### src/rtl/sreq_pkg.sv
package sreq_pkg;
    localparam int ROW_W  = 13;
    localparam int COL_W  = 13;
    localparam int BANK_W = 2;
    localparam int WRAP_WORDS = 4;

    // Left shift applied to a word address to get the memory address.
    function automatic logic [1:0] width_shift(input logic [1:0] w);
        case (w)
            2'b00:   return 2'd0;
            2'b01:   return 2'd1;
            default: return 2'd2;
        endcase
    endfunction
endpackage

### src/rtl/sreq_addr_decode.sv
module sreq_addr_decode
    import sreq_pkg::*;
#(
    parameter int ADDR_W = 26
) (
    input  logic [ADDR_W-1:0] addr,
    input  logic [1:0]        cfg_col,
    input  logic [1:0]        cfg_width,
    input  logic              four_bank,
    output logic [BANK_W-1:0] bank,
    output logic [ROW_W-1:0]  row,
    output logic [COL_W-1:0]  col
);
    localparam int MEM_W = ADDR_W + 2;

    logic [MEM_W-1:0] mem;
    logic [MEM_W-1:0] col_mask;
    logic [MEM_W-1:0] col_full;
    logic [MEM_W-1:0] above;
    logic [MEM_W-1:0] row_src;
    logic [3:0]       col_bits;

    always_comb begin
        mem      = MEM_W'(addr) << width_shift(cfg_width);
        col_bits = 4'd8 + {2'b00, cfg_col};
        col_mask = (MEM_W'(1) << col_bits) - MEM_W'(1);
        col_full = mem & col_mask;
        col      = col_full[COL_W-1:0];
        above    = mem >> col_bits;
        if (four_bank) begin
            bank    = above[1:0];
            row_src = above >> 2;
        end else begin
            bank    = {1'b0, above[0]};
            row_src = above >> 1;
        end
        row = row_src[ROW_W-1:0];
    end
endmodule

### src/rtl/sreq_piece_len.sv
module sreq_piece_len
    import sreq_pkg::*;
#(
    parameter int ADDR_W = 26,
    parameter int LEN_W  = 9
) (
    input  logic [ADDR_W-1:0] addr,
    input  logic [LEN_W-1:0]  remain,
    input  logic [1:0]        cfg_col,
    input  logic [1:0]        cfg_width,
    input  logic              wrap,
    output logic [LEN_W-1:0]  piece,
    output logic              final_piece
);
    localparam int SPAN_W = 13;
    localparam int CMP_W  = ((SPAN_W > LEN_W) ? SPAN_W : LEN_W) + 1;

    logic [3:0]       page_exp;
    logic [CMP_W-1:0] page;
    logic [CMP_W-1:0] offs;
    logic [CMP_W-1:0] to_end;
    logic [CMP_W-1:0] rem_w;

    always_comb begin
        page_exp = 4'd8 + {2'b00, cfg_col} - {2'b00, width_shift(cfg_width)};
        page     = CMP_W'(1) << page_exp;
        offs     = CMP_W'(addr[11:0]) & (page - CMP_W'(1));
        to_end   = page - offs;
        rem_w    = CMP_W'(remain);
        if (wrap) begin
            piece       = LEN_W'(WRAP_WORDS);
            final_piece = 1'b1;
        end else if (rem_w <= to_end) begin
            piece       = remain;
            final_piece = 1'b1;
        end else begin
            piece       = to_end[LEN_W-1:0];
            final_piece = 1'b0;
        end
    end
endmodule

### src/rtl/sdram_req_splitter.sv
module sdram_req_splitter
    import sreq_pkg::*;
#(
    parameter int ADDR_W = 26,
    parameter int LEN_W  = 9
) (
    input  logic              clk,
    input  logic              rst_n,
    input  logic [1:0]        cfg_col,
    input  logic [1:0]        cfg_width,
    input  logic              cfg_four_bank,
    input  logic              req_valid,
    input  logic [ADDR_W-1:0] req_addr,
    input  logic [LEN_W-1:0]  req_len,
    input  logic              req_rd,
    input  logic              req_wrap,
    output logic              req_ack,
    output logic              sub_valid,
    input  logic              sub_ack,
    output logic [1:0]        sub_bank,
    output logic [12:0]       sub_row,
    output logic [12:0]       sub_col,
    output logic [LEN_W-1:0]  sub_len,
    output logic              sub_write,
    output logic              sub_wrap,
    output logic              sub_start,
    output logic              sub_last,
    output logic              idle
);
    typedef struct packed {
        logic              busy;
        logic [ADDR_W-1:0] addr;
        logic [LEN_W-1:0]  remain;
        logic              first;
        logic              write;
        logic              wrap;
    } split_state_t;

    split_state_t st_d, st_q;
    logic [LEN_W-1:0] piece;
    logic             final_piece;

    sreq_addr_decode #(.ADDR_W(ADDR_W)) i_decode (
        .addr      (st_q.addr),
        .cfg_col   (cfg_col),
        .cfg_width (cfg_width),
        .four_bank (cfg_four_bank),
        .bank      (sub_bank),
        .row       (sub_row),
        .col       (sub_col)
    );

    sreq_piece_len #(.ADDR_W(ADDR_W), .LEN_W(LEN_W)) i_piece (
        .addr        (st_q.addr),
        .remain      (st_q.remain),
        .cfg_col     (cfg_col),
        .cfg_width   (cfg_width),
        .wrap        (st_q.wrap),
        .piece       (piece),
        .final_piece (final_piece)
    );

    always_comb begin
        st_d    = st_q;
        req_ack = req_valid && !st_q.busy;
        if (req_ack) begin
            if (req_len != '0 || req_wrap) begin
                st_d.busy   = 1'b1;
                st_d.addr   = req_addr;
                st_d.remain = req_len;
                st_d.first  = 1'b1;
                st_d.write  = !req_rd;
                st_d.wrap   = req_wrap;
            end
        end else if (st_q.busy && sub_ack) begin
            if (final_piece) begin
                st_d.busy = 1'b0;
            end else begin
                st_d.addr   = st_q.addr + ADDR_W'(piece);
                st_d.remain = st_q.remain - piece;
                st_d.first  = 1'b0;
            end
        end
    end

    always_ff @(posedge clk or negedge rst_n) begin
        if (!rst_n) st_q <= '0;
        else        st_q <= st_d;
    end

    assign sub_valid = st_q.busy;
    assign sub_len   = piece;
    assign sub_write = st_q.write;
    assign sub_wrap  = st_q.wrap;
    assign sub_start = st_q.first;
    assign sub_last  = final_piece;
    assign idle      = !st_q.busy;
endmodule

### config.mk
export PLATFORM = sky130hd
export DESIGN_NAME = sdram_req_splitter
export DESIGN_NICKNAME = d
export VERILOG_FILES = /design/src/rtl/sreq_pkg.sv /design/src/rtl/sreq_addr_decode.sv /design/src/rtl/sreq_piece_len.sv /design/src/rtl/sdram_req_splitter.sv
export SDC_FILE = /design/constraint.sdc
export NUM_CORES = 1
export LEC_CHECK = 0
export BUFFER_PORTS_ARGS = -buffer_cell sky130_fd_sc_hd__buf_2
export CORE_MARGIN = 2
export CORE_UTILIZATION = 45
export CTS_BUF_LIST = sky130_fd_sc_hd__clkbuf_8
export DETAILED_ROUTE_END_ITERATION = 16
export PLACE_DENSITY = 0.73
export RECOVER_POWER = 100
export SLEW_MARGIN = 20
export SYNTH_ARGS = -nofsm -noshare
export SYNTH_HDL_FRONTEND = slang
export SYNTH_SLANG_ARGS = --single-unit
### constraint.sdc
create_clock -name clk -period 26.8 [get_ports clk]
set_input_delay 5.36 -clock clk [delete_from_list [all_inputs] [get_ports clk]]
set_output_delay 5.36 -clock clk [all_outputs]
set_load 0.02 [all_outputs]
; Yosys cells after proc, flatten, opt, wreduce, memory -nomap -nowiden
; Index checks and enable logic that the tools add are counted.
[totals]
inputBits = 46
register_bits = 39
wordCells = 47
output_inout_bits = 44
[op_classes]
addsub = 7
order_cmp = 1
n_reduce_logical = 12
eq_ne = 3
shifts = 4
n_mux = 12
bitwise_logic = 2
[ops]
columns = op, n
row1 = two-way mux 37 bit, 2
row2 = two-way mux 39 bit, 1
row3 = two-way mux 36 bit, 1
row4 = << shifter 26 x 2 -> 28 bit, 1
row5 = >> shifter 28 x 4 -> 15 bit, 1
row6 = adder 26 x 9 -> 26 bit, 1
row7 = two-way mux 9 bit, 2
row8 = bitwise AND 12 x 14 -> 14 bit, 1
row9 = less-or-equal comparator 9 x 14 -> 1 bit, 1
row10 = "<< shifter 1 x 4 -> 14 bit, first input constant", 1
row11 = "subtractor 14 x 1 -> 14 bit, second input constant", 1
row12 = subtractor 14 bit, 1
row13 = bitwise AND 13 bit, 1
row14 = two-way mux 13 bit, 1
row15 = "<< shifter 1 x 4 -> 13 bit, first input constant", 1
row16 = "subtractor 13 x 2 -> 13 bit, second input constant", 1
row17 = nonzero test 9 bit, 1
row18 = subtractor 9 bit, 1
row19 = AND reduction 3 bit, 2
row20 = "adder 4 x 2 -> 4 bit, first input constant", 1
row21 = case mux 2 bit (2 select lines), 1
row22 = nonzero test 2 bit, 2
row23 = subtractor 4 x 2 -> 4 bit, 1
row24 = two-way mux 1 bit, 3
row25 = other kinds (9), 11

; Logic depth before layout (Yosys ltp)
[logic_depth]
ltp_word = 14
depth_mapped = 43
mapped_depth_nobuf = 36

; Cells and area by module
; Synthesis repeated with hierarchy kept, for this count alone.
[unflattened]
hier_cells = 607
area_unflattened_um2 = 5058.6
[by_module_without_submodules]
columns = module, cells_per_inst, n_inst, seq_area_each_um2, area_each_um2
row1 = sdram_req_splitter, 320, 1, 975.9, 2738.9
row2 = sreq_addr_decode, 131, 1, 0.0, 1161.1
row3 = sreq_piece_len, 156, 1, 0.0, 1158.6

; Least setup slack after synthesis
; No wires, ideal clock.
[synth_path]
path_type = input -> output
startpoint = input port cfg_width[1]
endpoint = output port sub_len[8]
n_path_buf = 8
path_slack_ns = 10.255
required_ns = 21.440
arrival_time_ns = 11.185
path_stages = 31
cell_sequence = buf_4 clkbuf_1 clkbuf_1 clkbuf_1 inv_1 fa_1 buf_2 clkbuf_1 nor2_1 nand2_1 xnor2_1 nand2_1 ha_1 a31oi_1 or4_1 a31oi_1 a311oi_1 o21ai_0 a21oi_1 ha_1 o21a_1 o21ai_0 a31oi_1 o21a_1 o21ai_0 nor4_4 and2_1 buf_4 buf_6 nor2_1 a211oi_1
[synth_between]
elab_chain_cells = 10
word_cells_on_any_way = 11
classes_between = add/sub (3) / order compare (1) / eq/ne (1) / shift (1) / mux (3) / bitwise (1) / reduce/logical (1)
[synth_rtl]
columns = item, line
row1 = from (decl), sdram_req_splitter.sv:10  ; input logic [1:0] cfg_width,
row2 = equality test 2 x 1 -> 1 bit / logical NOT 2 bit (equally long branches), sreq_pkg.sv:9  ; case (w)
row3 = case mux 2 bit (2 select lines) *, sreq_pkg.sv:9
row4 = subtractor 4 x 2 -> 4 bit *, sreq_piece_len.sv:25  ; page_exp = 4'd8 + {2'b00, cfg_col} - {2'b00, width_shift(cfg_width)};
row5 = << shifter 1 x 4 -> 14 bit *, sreq_piece_len.sv:26  ; page = CMP_W'(1) << page_exp;
row6 = subtractor 14 x 1 -> 14 bit, sreq_piece_len.sv:27  ; offs = CMP_W'(addr[11:0]) & (page - CMP_W'(1));
row7 = bitwise AND 12 x 14 -> 14 bit, sreq_piece_len.sv:27
row8 = subtractor 14 bit *, sreq_piece_len.sv:28  ; to_end = page - offs;
row9 = less-or-equal comparator 9 x 14 -> 1 bit, sreq_piece_len.sv:33  ; end else if (rem_w <= to_end) begin
row10 = two-way mux 9 bit *, sreq_piece_len.sv:33
row11 = two-way mux 9 bit *, sreq_piece_len.sv:30  ; if (wrap) begin
row12 = to (decl), sdram_req_splitter.sv:23  ; output logic [LEN_W-1:0] sub_len,
; Every way passes the cells marked *; elsewhere a longest branch is shown, timed or not.

; Worst setup path after layout
[layout_path]
startpoint = input port cfg_width[1]
endpoint = output port sub_len[3]
; Same word-level chain as after synthesis.

==> impl_results.md <==
- Status: finished, violations left
- Failing checks: max-capacitance violations, max-slew violations
- TritonCTS clock tree: built
- RSZ-0062 raised after global routing: no
- YS warnings: 0
- Die area: 12100 um2
- # rows: 38
- Final setup viols: 0
- Post-Syn Area: 5050 um2
- DRT Pass-1 Iters: 5
- Post-synthesis cell count: 656
- Final Hold Viols: 0
- Largest net degree at the start of global routing: 53
- Slew Viols, Final: 180
- Setup Skew: 0.00762 ns
- Crit. End Element: output pin
- Detail Placement HPWL: 10.9 mm
- CTS clk-pin slew, worst paths: 0.09 ns
- Area leader, netlist: dfrtp_1
- Initial antenna violation count: 0
- Final nets: 783
- Root Buffer: clkbuf_8
- Port bufs: 88
- Die Height: 110 um
- CTS Buf Count: 5
- Post-route antenna net violation count: 0
- Min Tclk post-route: 18.70 ns
- Routed WL per cell: 17.2 um
- Routed vias/inst: 5.98
- Worst EP arrival: 13.34 ns
- Yosys reg bits: 39
- Ports: 90
- Design Power: 601 uW
- Layout area overhead: 8.48%
- Relative slew slack: -1.05
- DRC viols: 0
- Worst skew pair latency: 0.31 ns
- Worst setup SP type: input port
- Worst Max-Slew Pin Slew: 3.06 ns
- Post-synth EDFFs: 0
- Global Route Usage Sum: 0.246
- Top-area cell type share of the netlist area: 0.193
- Largest cells by area after synthesis: dfrtp_1, mux2i_1, ha_1
- Core area: 10900 um2
- Fmax: 53.5 MHz
- CP max FO: 52
- Main synth FF type: dfrtp_1
- Synthesized area per cell: 7.69 um2
- Gpl congestion: 0.904
- Leak: 2.45 nW
- Post-CTS Repair Setup Buffers: 0
- Global route overflow: 0
- VDD IR max: 0.0618 mV
- Vias post-DR: 5044
- WHS: 0.509 ns
- Sink Count: 39
- WL final: 14.5 mm
- Async set-reset flop share out of synthesis: 1.00
- # H-tree levels: 2
- Crit Path Category: input port to output pin
- Hold-fix buffer count after cts: 0
- Antenna diodes: 0
- Layout cell share with drive strength beyond 1: 0.104
- Worst Hold Class: flip-flop to flip-flop
- Die width: 110 um
- First-pass GRT wire length: 23.5 mm
- Vias in the first global route: 4735
- Power Density: 110 nW/um2
- Tcrit/Tclk final: 0.698
- MaxCap Viol Count: 4
- Detailed Route Iter0 Violations: 358
- Critical Path RT: 21.44 ns
- Setup_tns: 0 ns
- Post-CTS sizing: 0
- Sequential fraction of the synthesis area: 0.193
- Initial Util: 0.464
- Post-synth cell types: 70
- Clock buffer depth: 2
==> cell families (layout without fill, tap and decap cells) <==
group                      Yosys count  in the layout  share of synthesized area
DFF                                 39             39                      0.193
other                                2              4                    0.00149
AOI/OAI and AO/OA                  205            205                      0.258
and+or+nand+nor                    201            201                      0.196
muxes                               72             72                      0.152
xor gates and xnor gates            22             22                     0.0412
adders and majority gates           35             35                     0.0912
buffers and inverters               80            125                     0.0672
==> per-layer routing <==
metal  share of wire  global-route usage  wire length, um  vias to the layer above
met1            0.47               0.344             6760                     2369
met3           0.051              0.0255              744                       23
met4           0.019              0.0678              282                        0
li1                -                   -                -                     2476
met5               0                   0                0                        -
met2            0.46               0.403             6710                      176
==> stage by stage <==
stage               cell area [um2]  worst slack, ns  std cells  utilization
global route                   5480             7.41        843        0.503
detailed placement             5470             9.48        835        0.503
CTS                            5580             9.46        843        0.513
global placement               5470             9.78        835        0.503
floorplan                      5050            10.25        658            -
finish                         5480             8.10        843        0.503
==> cells in the mapped netlist, types with 6 or more instances <==
library cell	n
and2_1	6
o21ai_0	40
nor4_1	7
a31oi_1	14
nor2_1	66
clkbuf_1	33
nand2b_1	9
a22oi_1	10
or2_1	6
a221oi_1	8
buf_4	6
dfrtp_1	39
nand2_1	52
xnor2_1	13
buf_2	7
a21oi_1	58
o21ai_1	18
ha_1	32
inv_1	27
a21o_1	14
buf_1	6
xor2_1	7
and3_1	6
mux2i_1	63
nor3_1	10
nand3_1	11
==> sequential cells by signal, summed over array words and instances, names as in the netlist <==
name,flops
st_q,35
sub_start,1
sub_valid,1
sub_wrap,1
sub_write,1
==> report_power, final <==
group          switching [mW]  internal (mW)
Clock                  0.0245         0.0278
Combinational           0.238          0.170
Sequential             0.0566         0.0840
Total                   0.319          0.282
==> worst max-delay path, stage by stage <==
cell and delay (ns):
clkbuf_1 1.34, nand2b_1 0.36, or2_2 0.16, fa_1 0.57
nor2_1 0.36, nand2_1 0.16, xnor2_1 0.16, nand2_1 0.06
ha_1 0.25, a31oi_1 0.35, or4_1 0.17, a31oi_1 0.08
a311oi_1 0.32, o21ai_0 0.18, a21oi_1 0.31, ha_1 0.20
o21a_1 0.11, o21ai_0 0.06, a31oi_1 0.15, o21a_1 0.12
o21ai_0 0.07, nor4_1 0.82, and2_0 0.80, mux2_4 0.36
nor2_1 0.16, clkbuf_1 0.26
==> final timing paths <==
| path | cells after the start | slack, ns | start | to |
|---|---|---|---|---|
| setup reg to reg | 29 | 19.09 | st_q[16] | st_q[36] |
| hold / removal | 1 | 0.51 | sub_start | sub_start |
| hold reg to reg | 1 | 0.51 | sub_start | sub_start |
| min in group asynchronous | 1 | 5.72 | rst_n | sub_wrap |
| max in group asynchronous | 1 | 19.79 | rst_n | st_q[23] |
| setup / recovery | 26 | 8.10 | cfg_width[1] | sub_len[3] |
==> cell type report <==
cell class              instances  area [um2]
well taps                     140         175
flip-flops and latches         39         976
clock buffers                   5        68.8
clock inverters                 3        43.8
multi-input cells             539        3710
repair buffers                 90         399
inverters                      27         101
fillers                      1088        5410
==> cell usage in the layout, fill, tap and decap left out, drive strengths merged, types with 6 or more instances in the layout <==
master	n
a21o	14
a21oi	59
a221oi	8
a22oi	10
a31oi	15
and2	6
and3	6
buf	47
clkbuf	48
dfrtp	39
ha	32
inv	27
mux2	7
mux2i	63
nand2	52
nand2b	10
nand3	11
nor2	66
nor3	11
nor4	8
o21ai	58
or2	9
xnor2	14
xor2	8
(Power assumes the default switching activity.)
